$ cat config.mk
export PLATFORM = sky130hd
export DESIGN_NAME = guarded_cfg_bank
export DESIGN_NICKNAME = d
export VERILOG_FILES = /design/src/rtl/cfg_bank_pkg.sv /design/src/rtl/cfg_addr_decode.sv /design/src/rtl/cfg_key_gate.sv /design/src/rtl/guarded_cfg_bank.sv
export SDC_FILE = /design/constraint.sdc
export NUM_CORES = 1
export LEC_CHECK = 0
export BUFFER_PORTS_ARGS = -buffer_cell sky130_fd_sc_hd__buf_2
export CAP_MARGIN = 30
export CORE_MARGIN = 4
export CORE_UTILIZATION = 55
export DETAILED_ROUTE_END_ITERATION = 8
export PLACE_DENSITY = 0.76
export SLEW_MARGIN = 20
export SYNTH_ARGS = -nofsm -noshare
export SYNTH_HDL_FRONTEND = slang
export SYNTH_SLANG_ARGS = --single-unit
$ cat constraint.sdc
create_clock -name clk -period 1.73 [get_ports clk]
set_clock_uncertainty 0.2 [all_clocks]
set_input_delay 0.2595 -clock clk [delete_from_list [all_inputs] [get_ports clk]]
set_output_delay 0.2595 -clock clk [all_outputs]
set_load 0.01 [all_outputs]
$ cat src/rtl/cfg_bank_pkg.sv
package cfg_bank_pkg;

    typedef enum logic [1:0] {
        ACC_NONE,
        ACC_RO,
        ACC_WO,
        ACC_RW
    } acc_class_e;

    typedef enum logic [2:0] {
        K_NONE,
        K_SCRATCH,
        K_LOCK,
        K_UNLOCK,
        K_STATUS,
        K_RSTCTL,
        K_ID,
        K_CFG
    } word_kind_e;

    localparam int unsigned W_SCRATCH = 'h000;
    localparam int unsigned W_LOCK    = 'h001;
    localparam int unsigned W_UNLOCK  = 'h002;
    localparam int unsigned W_STATUS  = 'h003;
    localparam int unsigned W_RSTCTL  = 'h080;
    localparam int unsigned W_ID      = 'h14C;

    localparam logic [15:0] LOCK_KEY   = 16'h767B;
    localparam logic [15:0] UNLOCK_KEY = 16'hDF0D;

endpackage

$ cat src/rtl/cfg_addr_decode.sv
module cfg_addr_decode
    import cfg_bank_pkg::*;
#(
    parameter int ADDR_W   = 10,
    parameter int NUM_CFG  = 8,
    parameter int CFG_BASE = 'h040,
    localparam int IDX_W   = (NUM_CFG > 1) ? $clog2(NUM_CFG) : 1
) (
    input  logic [ADDR_W-1:0] addr,
    output word_kind_e        kind,
    output acc_class_e        cls,
    output logic [IDX_W-1:0]  idx
);
    logic [ADDR_W-1:0] off;

    always_comb begin
        off  = addr - ADDR_W'(CFG_BASE);
        idx  = off[IDX_W-1:0];
        kind = K_NONE;
        if (addr == ADDR_W'(W_SCRATCH))      kind = K_SCRATCH;
        else if (addr == ADDR_W'(W_LOCK))    kind = K_LOCK;
        else if (addr == ADDR_W'(W_UNLOCK))  kind = K_UNLOCK;
        else if (addr == ADDR_W'(W_STATUS))  kind = K_STATUS;
        else if (addr == ADDR_W'(W_RSTCTL))  kind = K_RSTCTL;
        else if (addr == ADDR_W'(W_ID))      kind = K_ID;
        else if (off < ADDR_W'(NUM_CFG))     kind = K_CFG;

        unique case (kind)
            K_SCRATCH, K_RSTCTL, K_CFG: cls = ACC_RW;
            K_LOCK, K_UNLOCK:           cls = ACC_WO;
            K_STATUS, K_ID:             cls = ACC_RO;
            default:                    cls = ACC_NONE;
        endcase
    end
endmodule

$ cat src/rtl/cfg_key_gate.sv
module cfg_key_gate
    import cfg_bank_pkg::*;
(
    input  logic        wr_lock,
    input  logic        wr_unlock,
    input  logic [15:0] key,
    input  logic        locked_q,
    output logic        locked_d
);
    always_comb begin
        locked_d = locked_q;
        if (wr_lock && key == LOCK_KEY)
            locked_d = 1'b1;
        else if (wr_unlock && key == UNLOCK_KEY)
            locked_d = 1'b0;
    end
endmodule

$ cat src/rtl/guarded_cfg_bank.sv
module guarded_cfg_bank
    import cfg_bank_pkg::*;
#(
    parameter int              ADDR_W   = 10,
    parameter int              DATA_W   = 32,
    parameter int              NUM_CFG  = 8,
    parameter int              CFG_BASE = 'h040,
    parameter logic [DATA_W-1:0] ID_VALUE = DATA_W'(32'h5EC0_0A11)
) (
    input  logic              clk,
    input  logic              rst_n,
    input  logic              bus_wr,
    input  logic              bus_rd,
    input  logic [ADDR_W-1:0] bus_addr,
    input  logic [DATA_W-1:0] bus_wdata,
    output logic [DATA_W-1:0] bus_rdata,
    output logic              bus_err,
    output logic              sys_reset_req
);
    localparam int IDX_W = (NUM_CFG > 1) ? $clog2(NUM_CFG) : 1;

    typedef struct packed {
        logic                           locked;
        logic                           scratch;
        logic [DATA_W-1:0]              rstctl;
        logic [NUM_CFG-1:0][DATA_W-1:0] cfg;
        logic [DATA_W-1:0]              rdata;
        logic                           err;
        logic                           rst_req;
    } state_t;

    state_t st_d, st_q;

    word_kind_e       kind;
    acc_class_e       cls;
    logic [IDX_W-1:0] idx;
    logic             locked_next;
    logic             lock_state;
    logic [DATA_W-1:0] rd_word;

    cfg_addr_decode #(
        .ADDR_W  (ADDR_W),
        .NUM_CFG (NUM_CFG),
        .CFG_BASE(CFG_BASE)
    ) u_dec (
        .addr(bus_addr),
        .kind(kind),
        .cls (cls),
        .idx (idx)
    );

    cfg_key_gate u_gate (
        .wr_lock  (bus_wr && kind == K_LOCK),
        .wr_unlock(bus_wr && kind == K_UNLOCK),
        .key      (bus_wdata[15:0]),
        .locked_q (st_q.locked),
        .locked_d (locked_next)
    );

    always_comb begin
        rd_word = '0;
        unique case (kind)
            K_SCRATCH: rd_word = DATA_W'(st_q.scratch);
            K_STATUS:  rd_word = DATA_W'(st_q.locked);
            K_RSTCTL:  rd_word = st_q.rstctl;
            K_ID:      rd_word = ID_VALUE;
            K_CFG:     rd_word = st_q.cfg[idx];
            default:   rd_word = '0;
        endcase
    end

    always_comb begin
        st_d         = st_q;
        st_d.rdata   = '0;
        st_d.err     = 1'b0;
        st_d.rst_req = 1'b0;
        st_d.locked  = locked_next;
        if (bus_wr) begin
            unique case (cls)
                ACC_RO, ACC_NONE: st_d.err = 1'b1;
                ACC_WO:           st_d.err = 1'b0;
                ACC_RW: begin
                    if (st_q.locked) begin
                        st_d.err = 1'b1;
                    end else begin
                        unique case (kind)
                            K_SCRATCH: st_d.scratch = bus_wdata[0];
                            K_RSTCTL: begin
                                st_d.rstctl  = bus_wdata;
                                st_d.rst_req = bus_wdata[0];
                            end
                            K_CFG:     st_d.cfg[idx] = bus_wdata;
                            default:   st_d.err = 1'b1;
                        endcase
                    end
                end
                default:          st_d.err = 1'b1;
            endcase
        end else if (bus_rd) begin
            if (cls == ACC_RO || cls == ACC_RW)
                st_d.rdata = rd_word;
            else
                st_d.err = 1'b1;
        end
    end

    always_ff @(posedge clk or negedge rst_n) begin
        if (!rst_n) begin
            st_q        <= '0;
            st_q.locked <= 1'b1;
        end else begin
            st_q <= st_d;
        end
    end

    assign lock_state    = st_q.locked;
    assign bus_rdata     = st_q.rdata;
    assign bus_err       = st_q.err;
    assign sys_reset_req = st_q.rst_req;

endmodule

Yosys cells after proc, flatten, opt, wreduce, memory -nomap -nowiden
Index checks and enable logic that the tools add are counted.
{"block": "totals", "reg_bits": 324, "input_bits": 46}
{"block": "classes", "add_sub_neg": 1, "n_lt_le_gt_ge": 3, "eq_ne": 17, "mux": 28, "bitwise_logic": 1, "reduce_logical": 16}
{"op": "$bwmux 256", "n": 1}
{"op": "$pmux 32 s5", "n": 1}
{"op": "$mux 32", "n": 4}
{"op": "$bmux 32 s3", "n": 1}
{"op": "$demux 32 s3", "n": 1}
{"op": "$mux 33", "n": 1}
{"op": "$mux 3", "n": 7}
{"op": "$eq 10x2->1 const B", "n": 2}
{"op": "$eq 16x15->1 const B", "n": 1}
{"op": "$eq 16x16->1 const B", "n": 1}
{"op": "$eq 3x3->1 const B", "n": 4}
{"op": "$reduce_and 4->1", "n": 3}
{"op": "$eq 10x1->1 const B", "n": 1}
{"op": "$eq 10x8->1 const B", "n": 1}
{"op": "$eq 10x9->1 const B", "n": 1}
{"op": "$logic_not 10->1", "n": 1}
{"op": "$lt 10x4->1 const B", "n": 1}
{"op": "$mux 1", "n": 10}
{"op": "$sub 10x7->10 const B", "n": 1}
{"op": "$eq 3x2->1 const B", "n": 2}
{"op": "$pmux 2 s3", "n": 1}
{"op": "$reduce_or 2->1", "n": 3}
{"op": "$logic_and 1x1->1", "n": 5}
{"op": "$eq 2x2->1 const B", "n": 2}
{"op": "other kinds (10)", "n": 10}

Logic depth before layout (Yosys ltp)
{"block": "logic_depth", "depth_word": 17, "mapped_depth": 8, "ltp_nobuf": 5}

Hierarchy
Synthesis repeated with hierarchy kept, for this count alone.
{"block": "unflattened", "cells_unflattened": 938, "hier_area_um2": 14532.7}
{"mod": "guarded_cfg_bank", "n_inst": 1, "cells_each": 904, "area_per_inst_um2": 14278.7, "seq_area_each_um2": 8109.0}
{"mod": "cfg_addr_decode", "n_inst": 1, "cells_each": 24, "area_per_inst_um2": 160.2, "seq_area_each_um2": 0.0}
{"mod": "cfg_key_gate", "n_inst": 1, "cells_each": 10, "area_per_inst_um2": 93.8, "seq_area_each_um2": 0.0}

Worst setup path before layout
OpenSTA, ideal clock, no wires.
{"block": "synth_timing", "kind": "in2reg", "start": "input port bus_addr[8]", "end": "register st_q[178] (netlist name)", "arrival_time_ns": 1.653, "required_ns": 1.405, "path_slack_ns": -0.248, "stages": 7, "path_buffers": 2, "cell_sequence": "nor2_1 > and3_1 > buf_2 > nand3_2 > nor2_2 > buf_4 > mux2_2"}
{"block": "synth_via", "elab_chain_len": 14, "elab_cells_between_ends": 28, "classes_between": "add/sub (1); order compare (1); eq/ne (13); mux (8); reduce/logical (5)"}
{"item": "start, declared", "line": "guarded_cfg_bank.sv:14", "text": "input logic [ADDR_W-1:0] bus_addr,"}
{"item": "$sub 10x7->10", "line": "cfg_addr_decode.sv:17", "text": "off = addr - ADDR_W'(CFG_BASE);"}
{"item": "$lt 10x4->1", "line": "cfg_addr_decode.sv:26", "text": "else if (off < ADDR_W'(NUM_CFG)) kind = K_CFG;"}
{"item": "$mux 3", "line": "cfg_addr_decode.sv:26"}
{"item": "$mux 3", "line": "cfg_addr_decode.sv:25", "text": "else if (addr == ADDR_W'(W_ID)) kind = K_ID;"}
{"item": "$mux 3", "line": "cfg_addr_decode.sv:24", "text": "else if (addr == ADDR_W'(W_RSTCTL)) kind = K_RSTCTL;"}
{"item": "$mux 3", "line": "cfg_addr_decode.sv:23", "text": "else if (addr == ADDR_W'(W_STATUS)) kind = K_STATUS;"}
{"item": "$mux 3", "line": "cfg_addr_decode.sv:22", "text": "else if (addr == ADDR_W'(W_UNLOCK)) kind = K_UNLOCK;"}
{"item": "$mux 3", "line": "cfg_addr_decode.sv:21", "text": "else if (addr == ADDR_W'(W_LOCK)) kind = K_LOCK;"}
{"item": "$mux 3 *", "line": "cfg_addr_decode.sv:20", "text": "if (addr == ADDR_W'(W_SCRATCH)) kind = K_SCRATCH;"}
{"item": "$eq 3x1->1 (tied with other cells)", "line": "cfg_addr_decode.sv:28", "text": "unique case (kind)"}
{"item": "$reduce_or 3->1 (no line) / $reduce_or 2->1 (equally long branches)"}
{"item": "$pmux 2 s3", "line": "cfg_addr_decode.sv:28"}
{"item": "$eq 2x2->1", "line": "guarded_cfg_bank.sv:79", "text": "unique case (cls)"}
{"item": "$reduce_and 4->1 (no line) *"}
{"item": "end signal, assigned", "line": "guarded_cfg_bank.sv:112", "text": "st_q <= st_d;"}
{"item": "end, declared", "line": "guarded_cfg_bank.sv:32", "text": "state_t st_d, st_q;"}
Mark *: on every way between the ends. The rest lies on a longest branch, timed or not.
A chain may end at the register's enable or synchronous reset.

Worst setup path in the final report
{"block": "layout_timing", "start": "register st_q, in the netlist lock_state", "end": "register st_q[104] (netlist name)"}
{"block": "layout_via", "elab_chain_len": 2}
{"item": "$not 1->1 (no line)"}
{"item": "$reduce_and 4->1 (no line)"}
Every way passes these cells.

==> flow_metrics.env <==
export IMPL_ys_seq_area_frac=0.550
export IMPL_cts_buffer_depth=3
export IMPL_clock_fmax_mhz=509
export IMPL_synth_most_common_cell="dfrtp_1"
export IMPL_grt_pass1_vias=10800
export IMPL_grt_pass1_wl_um=64300
export IMPL_status="finished, violations left"
export IMPL_drv_cap=0
export IMPL_synthTopCellsByArea="dfrtp_1 55%, mux2_2 18%, mux4_2 4.4%, mux2_1 3.2%, mux2_4 2.8%"
export IMPL_drc_errors=0
export IMPL_dieArea_um2=29500
export IMPL_coreArea_um2=26200
export IMPL_cts_buffers=35
export IMPL_drt_total_wl_um=48200
export IMPL_drt_iter0_drc=1175
export IMPL_netlist_area_um2=14800
export IMPL_worst_pin_slew_ns=0.447
export IMPL_clk_latency_ns=0.52
export IMPL_numPortBuffers=79
export IMPL_vias=10700
export IMPL_overflow=0
export IMPL_post_drt_wl_per_cell_um=29.4
export IMPL_gp_congestion=0.878
export IMPL_irDropWorstVdd_mv=0.851
export IMPL_min_path_type="in2reg"
export IMPL_hold_viol_final=0
export IMPL_hpwl_um=25400
export IMPL_ant_nets=0
export IMPL_clkTransAtPathRegs_ns=0.07
export IMPL_pre_cts_slack_ns=-0.570
export IMPL_cts_tree="done"
export IMPL_setup_viol=291
export IMPL_ys_ff_latch=324
export IMPL_synthToLayoutAreaGrowth_pct=33.2
export IMPL_max_slew_margin_rel=0.702
export IMPL_die_h_um=172
export IMPL_clk_root_buffer_cell="clkbuf_16"
export IMPL_rsz0062_at_grt="yes"
export IMPL_final_nets=1326
export IMPL_synth_cell_type_count=59
export IMPL_io_pins=80
export IMPL_drv_slew=0
export IMPL_fin_crit_sh=1.14
export IMPL_p_leak_uw=0.00962
export IMPL_cp_end_kind="register"
export IMPL_path_max_fanout=6
export IMPL_syn_avg_cell_area_um2=14.0
export IMPL_nFillCells=1449
export IMPL_period_needed_ns=1.97
export IMPL_layout_drive_gt1_share=0.526
export IMPL_critical_path_startpoint_type="register"
export IMPL_arrival_ns=2.18
export IMPL_synth_flop_cell="dfrtp_1"
export IMPL_yosys_area_top_type_share=0.548
export IMPL_worstSetupPathType="reg2reg"
export IMPL_firstDrtPassIters=8
export IMPL_track_usage=0.286
export IMPL_synth_edf_count=0
export IMPL_synth_common_cells="323 x dfrtp_1, 230 x mux2_2, 51 x buf_4"
export IMPL_start_util=0.563
export IMPL_clock_sinks=324
export IMPL_num_antenna_cells=0
export IMPL_worstPathRequired_ns=1.94
export IMPL_antenna_found_initial=0
export IMPL_fp_row_count=59
export IMPL_layout_setup_ws_ns=-0.236
export IMPL_cts_htree_levels=2
export IMPL_finalCoreUtilization=0.750
export IMPL_power_density_nw_per_um2=832
export IMPL_p_total_uw=16400
export IMPL_async_flop_share=1.00
export IMPL_syn_num_nets=1102
export IMPL_netlist_instances=1056
export IMPL_violations="setup timing"
export IMPL_grt_max_degree=47
export IMPL_die_w_um=172
export IMPL_synth_top_cell_by_area="dfrtp_1"
export IMPL_viasPerCell=6.52
export IMPL_ys_warnings_count=0
-- routing by layer --
layer	vias to the layer above	part of all wire	track usage
met1	5555	0.38	0.391
met2	672	0.48	0.461
met5	-	0	0
met3	192	0.091	0.0588
met4	0	0.049	0.0977
li1	4276	-	-
-- timing repair --
item                                    CTS  global route
gates cloned                              5            16
setup buffers                             5            12
endpoints found under the hold margin   539             0
hold buffers                             30             0
resized for setup                        86           123
endpoints found under the setup margin  278           310
pin swaps                                 3            10
-- registers in the layout (all words and copies together), names as in the netlist --
name and count:
bus_rdata 32, st_q 289, sys_reset_req 1, bus_err 1, lock_state 1
-- kinds of logic (layout without fill, tap and decap cells) --
kind of cell,count (synthesis),count (layout),share of synthesized area
compound gates,136,136,0.0603
buf+inv,117,366,0.0471
flops,324,324,0.550
mux,353,353,0.297
simple gates,126,126,0.0465
-- critical path, cell delays in order, from the launching register on --
cell,delay (ns)
dfstp_2,0.38
nand2b_2,0.24
nor3_4,0.22
buf_6,0.19
bufbuf_16,0.30
mux2_4,0.32
-- through the flow --
step,instances,setup TNS (ns),area [um^2],hold slack (ns)
after detailed placement,1510,-146.77,16800,0.00285
after CTS,1612,-24.72,18700,0.00276
final,1640,-43.30,19700,0.0212
after global placement,1510,-143.45,16800,0.00259
after global routing,1640,-48.50,19700,0.0135
after floorplan,1056,-39.24,15200,-0.236
-- report_power, final --
group | total (uW) | internal (uW) | switching [uW]
combinational | 1220 | 536 | 687
sequential | 7750 | 7680 | 67.7
clock | 7390 | 4330 | 3050
-- path summary, 6_finish.rpt --
check / startpoint / cells past startpoint / end / slack [ns]
setup / recovery: lock_state / 5 / st_q[104] / -0.24
hold / removal: bus_wdata[7] / 3 / st_q[137] / 0.02
hold reg to reg: st_q[49] / 1 / st_q[49] / 0.31
max in group asynchronous: rst_n / 3 / lock_state / 0.63
min in group asynchronous: rst_n / 2 / st_q[64] / 0.06
setup reg to reg: lock_state / 5 / st_q[104] / -0.24
-- final cells by class --
class	instances	area (um^2)	share of cell area
well taps	335	419	0.0213
repair buffers	301	3000	0.153
flip-flops and latches	324	8110	0.413
clock inverters	6	55.1	0.00280
inverters	3	11.3	0.000573
multi-input cells	615	7000	0.356
clock buffers	56	1060	0.0538
-- cells in the final DEF (no fill, tap or decap), types with 3 or more instances in the layout --
cell / n
dfrtp_1: 323
a221oi_2: 3
buf_12: 34
a32oi_1: 5
nor3_1: 5
a31oi_1: 3
nand3_1: 8
nor2_1: 27
nand2_2: 3
nor2_4: 5
o22a_1: 4
nor2b_1: 6
buf_6: 12
mux2_4: 260
mux2_2: 40
dlygate4sd3_1: 30
nand4_1: 5
a21oi_1: 39
clkinv_2: 5
mux2i_1: 24
clkbuf_1: 13
nor4_4: 3
a211o_1: 3
nand2b_1: 6
clkbuf_8: 6
clkbuf_16: 51
o21ai_1: 5
buf_16: 4
a22oi_1: 6
o22ai_1: 18
buf_4: 126
buf_2: 75
o21ai_0: 13
buf_8: 4
nand3_4: 3
o221ai_1: 11
nand2_1: 32
o31ai_1: 3
a211oi_1: 8
mux4_2: 29
No activity file was read; power rests on OpenSTA's default activity.
